==> config.mk <==
export PLATFORM = sky130hd
export DESIGN_NAME = ext_irq_sense
export DESIGN_NICKNAME = d
export VERILOG_FILES = /design/src/rtl/ext_irq_pkg.sv /design/src/rtl/ext_irq_sync.sv /design/src/rtl/ext_irq_regs.sv /design/src/rtl/ext_irq_chan.sv /design/src/rtl/ext_irq_sense.sv
export SDC_FILE = /design/constraint.sdc
export NUM_CORES = 1
export LEC_CHECK = 0
export BUFFER_PORTS_ARGS = -buffer_cell sky130_fd_sc_hd__buf_4
export CAP_MARGIN = 10
export CORE_MARGIN = 2
export CORE_UTILIZATION = 48
export DETAILED_ROUTE_END_ITERATION = 6
export GPL_ROUTABILITY_DRIVEN = 0
export GPL_TIMING_DRIVEN = 0
export PLACE_DENSITY = 0.75
export SLEW_MARGIN = 20
export SYNTH_ARGS = -nofsm -noshare
export SYNTH_HDL_FRONTEND = slang
export SYNTH_SLANG_ARGS = --single-unit
==> constraint.sdc <==
create_clock -name clk -period 1 [get_ports clk]
set_clock_uncertainty 0.05 [all_clocks]
set_input_delay 0.05 -clock clk [delete_from_list [all_inputs] [get_ports clk]]
set_output_delay 0.05 -clock clk [all_outputs]
set_load 0.1 [all_outputs]
==> src/rtl/ext_irq_pkg.sv <==
package ext_irq_pkg;

    typedef enum logic [1:0] {
        SENSE_LOW  = 2'd0,
        SENSE_ANY  = 2'd1,
        SENSE_FALL = 2'd2,
        SENSE_RISE = 2'd3
    } sense_e;

    localparam logic [1:0] ADDR_SENSE = 2'd0;
    localparam logic [1:0] ADDR_MASK  = 2'd1;
    localparam logic [1:0] ADDR_FLAG  = 2'd2;
    localparam logic [1:0] ADDR_GIE   = 2'd3;

    typedef struct packed {
        logic prev;
        logic flag;
    } chan_state_t;

endpackage

==> src/rtl/ext_irq_sync.sv <==
module ext_irq_sync #(
    parameter int NUM_CH = 8,
    parameter int STAGES = 2
) (
    input  logic              clk,
    input  logic              rst_n,
    input  logic [NUM_CH-1:0] pin_i,
    output logic [NUM_CH-1:0] sync_o
);

    logic [STAGES-1:0][NUM_CH-1:0] chain_d, chain_q;

    always_comb begin
        chain_d[0] = pin_i;
        for (int k = 1; k < STAGES; k++) begin
            chain_d[k] = chain_q[k-1];
        end
    end

    always_ff @(posedge clk) begin
        if (!rst_n) chain_q <= '0;
        else        chain_q <= chain_d;
    end

    assign sync_o = chain_q[STAGES-1];

endmodule

==> src/rtl/ext_irq_regs.sv <==
module ext_irq_regs
    import ext_irq_pkg::*;
#(
    parameter int NUM_CH = 8
) (
    input  logic                  clk,
    input  logic                  rst_n,
    input  logic                  we_i,
    input  logic [1:0]            addr_i,
    input  logic [2*NUM_CH-1:0]   wdata_i,
    input  logic [NUM_CH-1:0]     flags_i,
    output logic [2*NUM_CH-1:0]   rdata_o,
    output logic [2*NUM_CH-1:0]   sense_o,
    output logic [NUM_CH-1:0]     mask_o,
    output logic                  gie_o,
    output logic [NUM_CH-1:0]     clr_o
);

    localparam int DW = 2 * NUM_CH;

    typedef struct packed {
        logic [DW-1:0]     sense;
        logic [NUM_CH-1:0] mask;
        logic              gie;
    } regs_t;

    regs_t st_d, st_q;

    always_comb begin
        st_d  = st_q;
        clr_o = '0;
        if (we_i) begin
            unique case (addr_i)
                ADDR_SENSE: st_d.sense = wdata_i;
                ADDR_MASK:  st_d.mask  = wdata_i[NUM_CH-1:0];
                ADDR_FLAG:  clr_o      = wdata_i[NUM_CH-1:0];
                ADDR_GIE:   st_d.gie   = wdata_i[0];
                default:    st_d       = st_q;
            endcase
        end
    end

    always_comb begin
        unique case (addr_i)
            ADDR_SENSE: rdata_o = st_q.sense;
            ADDR_MASK:  rdata_o = {{(DW-NUM_CH){1'b0}}, st_q.mask};
            ADDR_FLAG:  rdata_o = {{(DW-NUM_CH){1'b0}}, flags_i};
            ADDR_GIE:   rdata_o = {{(DW-1){1'b0}}, st_q.gie};
            default:    rdata_o = '0;
        endcase
    end

    always_ff @(posedge clk) begin
        if (!rst_n) st_q <= '0;
        else        st_q <= st_d;
    end

    assign sense_o = st_q.sense;
    assign mask_o  = st_q.mask;
    assign gie_o   = st_q.gie;

endmodule

==> src/rtl/ext_irq_chan.sv <==
module ext_irq_chan
    import ext_irq_pkg::*;
#(
    parameter bit NO_ANY = 1'b0
) (
    input  logic       clk,
    input  logic       rst_n,
    input  logic [1:0] sense_i,
    input  logic       cur_i,
    input  logic       mask_i,
    input  logic       gie_i,
    input  logic       clr_i,
    input  logic       ack_i,
    output logic       prev_o,
    output logic       flag_o,
    output logic       irq_o
);

    chan_state_t st_d, st_q;
    logic        hit;
    logic        req;
    sense_e      mode;

    assign mode = sense_e'(sense_i);

    always_comb begin
        st_d      = st_q;
        st_d.prev = cur_i;
        unique case (mode)
            SENSE_LOW:  hit = 1'b0;
            SENSE_ANY:  hit = NO_ANY ? 1'b0 : (cur_i ^ st_q.prev);
            SENSE_FALL: hit = st_q.prev & ~cur_i;
            SENSE_RISE: hit = ~st_q.prev & cur_i;
            default:    hit = 1'b0;
        endcase
        if (hit)                 st_d.flag = 1'b1;
        else if (clr_i || ack_i) st_d.flag = 1'b0;
        req = (mode == SENSE_LOW) ? ~cur_i : st_q.flag;
    end

    always_ff @(posedge clk) begin
        if (!rst_n) st_q <= '0;
        else        st_q <= st_d;
    end

    assign prev_o = st_q.prev;
    assign flag_o = st_q.flag;
    assign irq_o  = gie_i & mask_i & req;

endmodule

==> src/rtl/ext_irq_sense.sv <==
module ext_irq_sense #(
    parameter int NUM_CH      = 8,
    parameter int LOW_CH      = 4,
    parameter int SYNC_STAGES = 2
) (
    input  logic                clk,
    input  logic                rst_n,
    input  logic [NUM_CH-1:0]   pin_i,
    input  logic [NUM_CH-1:0]   ack_i,
    input  logic                reg_we,
    input  logic [1:0]          reg_addr,
    input  logic [2*NUM_CH-1:0] reg_wdata,
    output logic [2*NUM_CH-1:0] reg_rdata,
    output logic [NUM_CH-1:0]   irq_o
);

    logic [NUM_CH-1:0]   sync_w;
    logic [NUM_CH-1:0]   prev_w;
    logic [NUM_CH-1:0]   flag_w;
    logic [NUM_CH-1:0]   mask_w;
    logic [NUM_CH-1:0]   clr_w;
    logic [2*NUM_CH-1:0] sense_w;
    logic                gie_w;

    ext_irq_sync #(
        .NUM_CH (NUM_CH),
        .STAGES (SYNC_STAGES)
    ) i_sync (
        .clk    (clk),
        .rst_n  (rst_n),
        .pin_i  (pin_i),
        .sync_o (sync_w)
    );

    ext_irq_regs #(
        .NUM_CH (NUM_CH)
    ) i_regs (
        .clk     (clk),
        .rst_n   (rst_n),
        .we_i    (reg_we),
        .addr_i  (reg_addr),
        .wdata_i (reg_wdata),
        .flags_i (flag_w),
        .rdata_o (reg_rdata),
        .sense_o (sense_w),
        .mask_o  (mask_w),
        .gie_o   (gie_w),
        .clr_o   (clr_w)
    );

    for (genvar g = 0; g < NUM_CH; g++) begin : g_chan
        ext_irq_chan #(
            .NO_ANY (g < LOW_CH)
        ) i_chan (
            .clk     (clk),
            .rst_n   (rst_n),
            .sense_i (sense_w[2*g +: 2]),
            .cur_i   (sync_w[g]),
            .mask_i  (mask_w[g]),
            .gie_i   (gie_w),
            .clr_i   (clr_w[g]),
            .ack_i   (ack_i[g]),
            .prev_o  (prev_w[g]),
            .flag_o  (flag_w[g]),
            .irq_o   (irq_o[g])
        );
    end

endmodule

Yosys cells after proc, flatten, opt, wreduce, memory -nomap -nowiden
Cells that the tools add are included.
{"block": "word_totals", "ff_bits": 57, "in_bits": 37, "output_inout_bits": 24}
{"block": "op_classes", "eq_ne": 27, "mux": 35, "bitwise": 52, "reduce_logical": 32}
{"operator": "case mux 16 bit (4 select lines)", "count": 1}
{"operator": "equality test 2 bit, second input constant", "count": 18}
{"operator": "bitwise AND 1 bit", "count": 32}
{"operator": "two-way mux 1 bit", "count": 24}
{"operator": "equality test 2 x 1 -> 1 bit, second input constant", "count": 9}
{"operator": "logical NOT 2 bit", "count": 9}
{"operator": "two-way mux 8 bit", "count": 2}
{"operator": "NOT 1 bit", "count": 16}
{"operator": "case mux 1 bit (4 select lines)", "count": 4}
{"operator": "nonzero test 2 bit", "count": 8}
{"operator": "case mux 1 bit (3 select lines)", "count": 4}
{"operator": "logical OR 1 bit", "count": 8}
{"operator": "OR reduction 2 bit", "count": 4}
{"operator": "AND reduction 2 bit", "count": 3}
{"operator": "bitwise XOR 1 bit", "count": 4}

Logic depth before layout (Yosys ltp)
{"block": "logic_depth", "word_depth": 6, "depth_mapped": 6, "mapped_depth_nobuf": 5}

By module
A second synthesis with hierarchy kept.
{"block": "hier_totals", "hier_cells": 300, "area_unflattened_um2": 2681.3}
{"mod": "ext_irq_regs", "n_inst": 1, "cells_each": 139, "area_each_um2": 1273.7}
{"mod": "ext_irq_chan (g_chan[4].i_chan ...)", "n_inst": 4, "cells_each": 19, "area_each_um2": 137.6}
{"mod": "ext_irq_sync", "n_inst": 1, "cells_each": 33, "area_each_um2": 446.7}
{"mod": "ext_irq_chan (g_chan[0].i_chan ...)", "n_inst": 4, "cells_each": 13, "area_each_um2": 102.6}

Worst setup path before layout
Ideal clock, no wire load.
{"block": "synth_timing", "path_type": "input to output", "startpoint": "in reg_addr[1]", "endpoint": "out reg_rdata[2]", "arrival_time_ps": 2553, "t_required_ps": 900, "slack_ps": -1653, "stages": 4, "path_buffers": 2, "path_cell_list": "buf_6 -> buf_4 -> mux2i_1 -> o21ai_0"}
{"block": "synth_via", "elab_chain_len": 2}
{"item": "start, declared", "line": "ext_irq_sense.sv:11", "rtl": "input logic [1:0] reg_addr,"}
{"item": "equality test 2 bit (tied with other cells)", "line": "ext_irq_regs.sv:44", "rtl": "unique case (addr_i)"}
{"item": "case mux 16 bit (4 select lines) *", "line": "ext_irq_regs.sv:44"}
{"item": "end, declared", "line": "ext_irq_sense.sv:13", "rtl": "output logic [2*NUM_CH-1:0] reg_rdata,"}
Every way passes the cells marked *; elsewhere a longest branch is shown, timed or not.

Worst setup path after layout
{"block": "layout_timing", "startpoint": "reg i_regs.st_q, in the netlist i_regs.gie_o", "endpoint": "out reg_rdata[0]"}
{"block": "layout_via", "elab_chain_len": 1}
{"item": "start, declared", "line": "ext_irq_regs.sv:27", "rtl": "regs_t st_d, st_q;"}
{"item": "start signal, assigned", "line": "ext_irq_regs.sv:55", "rtl": "else st_q <= st_d;"}
{"item": "case mux 16 bit (4 select lines)", "line": "ext_irq_regs.sv:44"}
Every way passes these cells.

==> results by group <==
Die
  • Rows: 26
  • Die X: 77.7 µm
  • Die H: slightly below 80 µm
  • Core box area: 5170 µm²
  • Initial Util: 0.504
  • Die area: 6030 µm²
  • Top Ports: 61

Placement
  • DP HPWL: 4750 µm
  • DP Cell Count: between 400 and 500
  • Port bufs: 58
  • Post-DP Area: 3370 µm²

STA
  • Final period util: 1.65
  • Final Hold Viols: 0
  • RSZ-0062 raised after global routing: true
  • Setup ws final: -649 ps
  • Tmin final: ~1600 ps
  • Max_slew headroom: 0.514
  • Min Hold Slack: 0.362 ps
  • Max Transition Viols Final: 0
  • Fmax: 0.606 GHz
  • # setup viols final: 34
  • Worst slew pin tran: roughly 730 ps

Yosys
  • Synth Instances: 317
  • Netlist cell types: 31
  • Seq/Total Area, Yosys: 0.438
  • Yosys reg bits: between 50 and 60
  • Post-Syn Nets: 362
  • Avg Inst Size Synth: around 8.2 µm²
  • Mapped Area: 2610 µm²
  • Synth warn: 0

Finish
  • Post-route cell area: 4740 µm²
  • Multi-input logic area: about 1700 µm²
  • # diodes: 0
  • Filler cell count: 173
  • Sequential Area: 1230 µm²
  • Non-Filler Instances: 510
  • Most common cell after layout, fill and taps aside: nand2_1
  • Most frequent cells in the layout: nand2_1 (60), buf_4 (46), dlygate4sd3_1 (28)
  • Layout cells sized above 1: 0.516
  • Fin nets: 481
  • Synth-to-layout area growth: 81.7%

Routing
  • Number of remaining DRC errors: 0
  • Drt first pass iters: 6
  • Remaining antenna violation count after routing: 0
  • Routed length per placed instance: approximately 24 µm
  • Initial DRC count: 632
  • Vias post-DR: 3231
  • Routed wire length: between 10000 and 15000 µm
  • Vias per std cell: approximately 6.3

Clocking
  • Root Buffer: clkbuf_8
  • CTS buffer count: 9
  • H-tree Lvls: 3
  • Register clock-pin slew on the reported worst setup and hold paths: 70 ps
  • CTS Buffer Depth: 2
  • CTS Sinks: 57
  • TritonCTS clock tree: yes
  • Worst skew pair latency: 350 ps

Pwr
  • Power per Cell Area: 1140 nW/µm²
  • Leakage: 1.87 nW
  • Max IR drop VDD: 1.36 mV

GRT
  • First-pass GRT wire length: 15200 µm
  • Pin count of the biggest net entering global routing: 11
  • Initial antenna violation count: 1
  • Remaining global-route overflow: 0
  • Vias in the first global route: 3052
  • Global Route Usage Sum: 0.330

Worst setup path
  • CP endpoint kind: primary output
  • Crit path max fanout: 4
  • Worst Setup Start Kind: flop
  • Arrival @ worst endpoint: approximately 1600 ps
  • WS Path Type: flop to primary output
  • FF-to-FF setup slack: -290 ps
  • Critical Path RT: 900 ps

Run status
  • Failing checks: negative setup slack
  • Status: complete, but fails checks

Worst hold path
  • Hold Crit Class: primary input to flop

Run
  • Max Cap Violations: 0
==> flip-flops by register name, summed over array words and instances, names as in the netlist <==
register	count
g_chan.i_chan.flag_o	8
g_chan.i_chan.prev_o	8
i_regs.gie_o	1
i_regs.mask_o	8
i_regs.sense_o	16
i_sync.chain_d	8
i_sync.sync_o	8
==> through the flow <==
stage                     setup TNS [ps]   util  setup slack [ps]  total power [mW]
after detailed placement          -22040  0.652              -433              3.04
after CTS                          -7950  0.878              -590              5.15
after global placement            -22630  0.652              -441              3.03
final                             -10700  0.916              -649              5.42
after global routing              -11820  0.916              -683              5.54
after floorplan                    -2240      -              -267              2.82
==> synthesized netlist by cell type <==
master	number	area share
clkbuf_1	9	0.013
nand3b_1	2	0.0058
a31o_2	4	0.013
buf_4	11	0.032
clkbuf_2	1	0.0019
o211ai_1	2	0.0058
inv_1	11	0.016
and3b_1	1	0.0034
a21oi_1	28	0.054
dfxtp_1	57	0.44
buf_6	1	0.0043
mux4_2	1	0.0086
buf_2	3	0.0058
and2_1	28	0.067
nor2_1	24	0.035
mux2_2	1	0.0043
nor2b_1	1	0.0024
nand2b_1	6	0.014
nor3b_2	1	0.0048
a211oi_1	12	0.035
or3b_1	1	0.0034
o21ai_0	7	0.013
o22ai_1	4	0.0096
nand3_1	10	0.019
mux2i_1	8	0.031
nand4b_1	2	0.0067
nor3b_1	1	0.0029
ha_1	8	0.038
a31oi_1	1	0.0024
a211o_1	4	0.013
nand2_1	67	0.096
==> report_power, final <==
part           switching [mW]  internal, mW  leakage [nW]  total [mW]
Sequential             0.0989          2.32         0.487        2.41
Combinational           0.499         0.441          1.28       0.940
Clock                   0.991          1.08        0.0980        2.07
Total                    1.59          3.83          1.87        5.42
==> logic make-up after synthesis <==
group,Yosys count,synth area share
AOI/OAI and AO/OA,62,0.146
buffers and inverters,36,0.0725
and+or+nand+nor,144,0.261
muxes,10,0.0437
adders and majority gates,8,0.0384
DFF,57,0.438
==> worst max-delay path, stage by stage (launching register included) <==
cell and delay (ps):
dfxtp_2 350, buf_8 130, mux4_2 530, buf_12 200
==> final timing paths <==
| check | startpoint | end | cells after the start |
|---|---|---|---|
| max | i_regs.gie_o | reg_rdata[0] | 3 |
| min | reg_addr[1] | i_regs.sense_o[15] | 4 |
| max reg2reg | g_chan[7].i_chan.prev_o | g_chan[7].i_chan.flag_o | 5 |
| min reg2reg | i_sync.chain_d[12] | i_sync.sync_o[4] | 1 |
==> area by class of cell <==
type / instances / area share
clock buffer: 12 / 0.0349
clock inverter: 3 / 0.00317
buffer: 25 / 0.0483
timing repair buffer: 108 / 0.262
inverter: 11 / 0.00872
multi-input combinational: 224 / 0.365
tap: 70 / 0.0185
sequential: 57 / 0.260
==> per-layer routing <==
metal | vias to the layer above | global-route usage | routed length [µm]
li1 | 1294 | - | -
met1 | 1480 | 0.360 | 4070
met2 | 327 | 0.581 | 5960
met3 | 130 | 0.0791 | 1380
met4 | 0 | 0.189 | 994
met5 | - | 0 | 0
==> what timing repair did <==
item | CTS | global route
buffers inserted | 11 | 13
resized for setup | 165 | 38
pin swaps | 22 | 13
gates cloned | 1 | 0
setup endpoints to repair | 38 | 53
hold endpoints to repair | 37 | 0
hold buffers | 28 | 0
(Power assumes the default switching activity.)
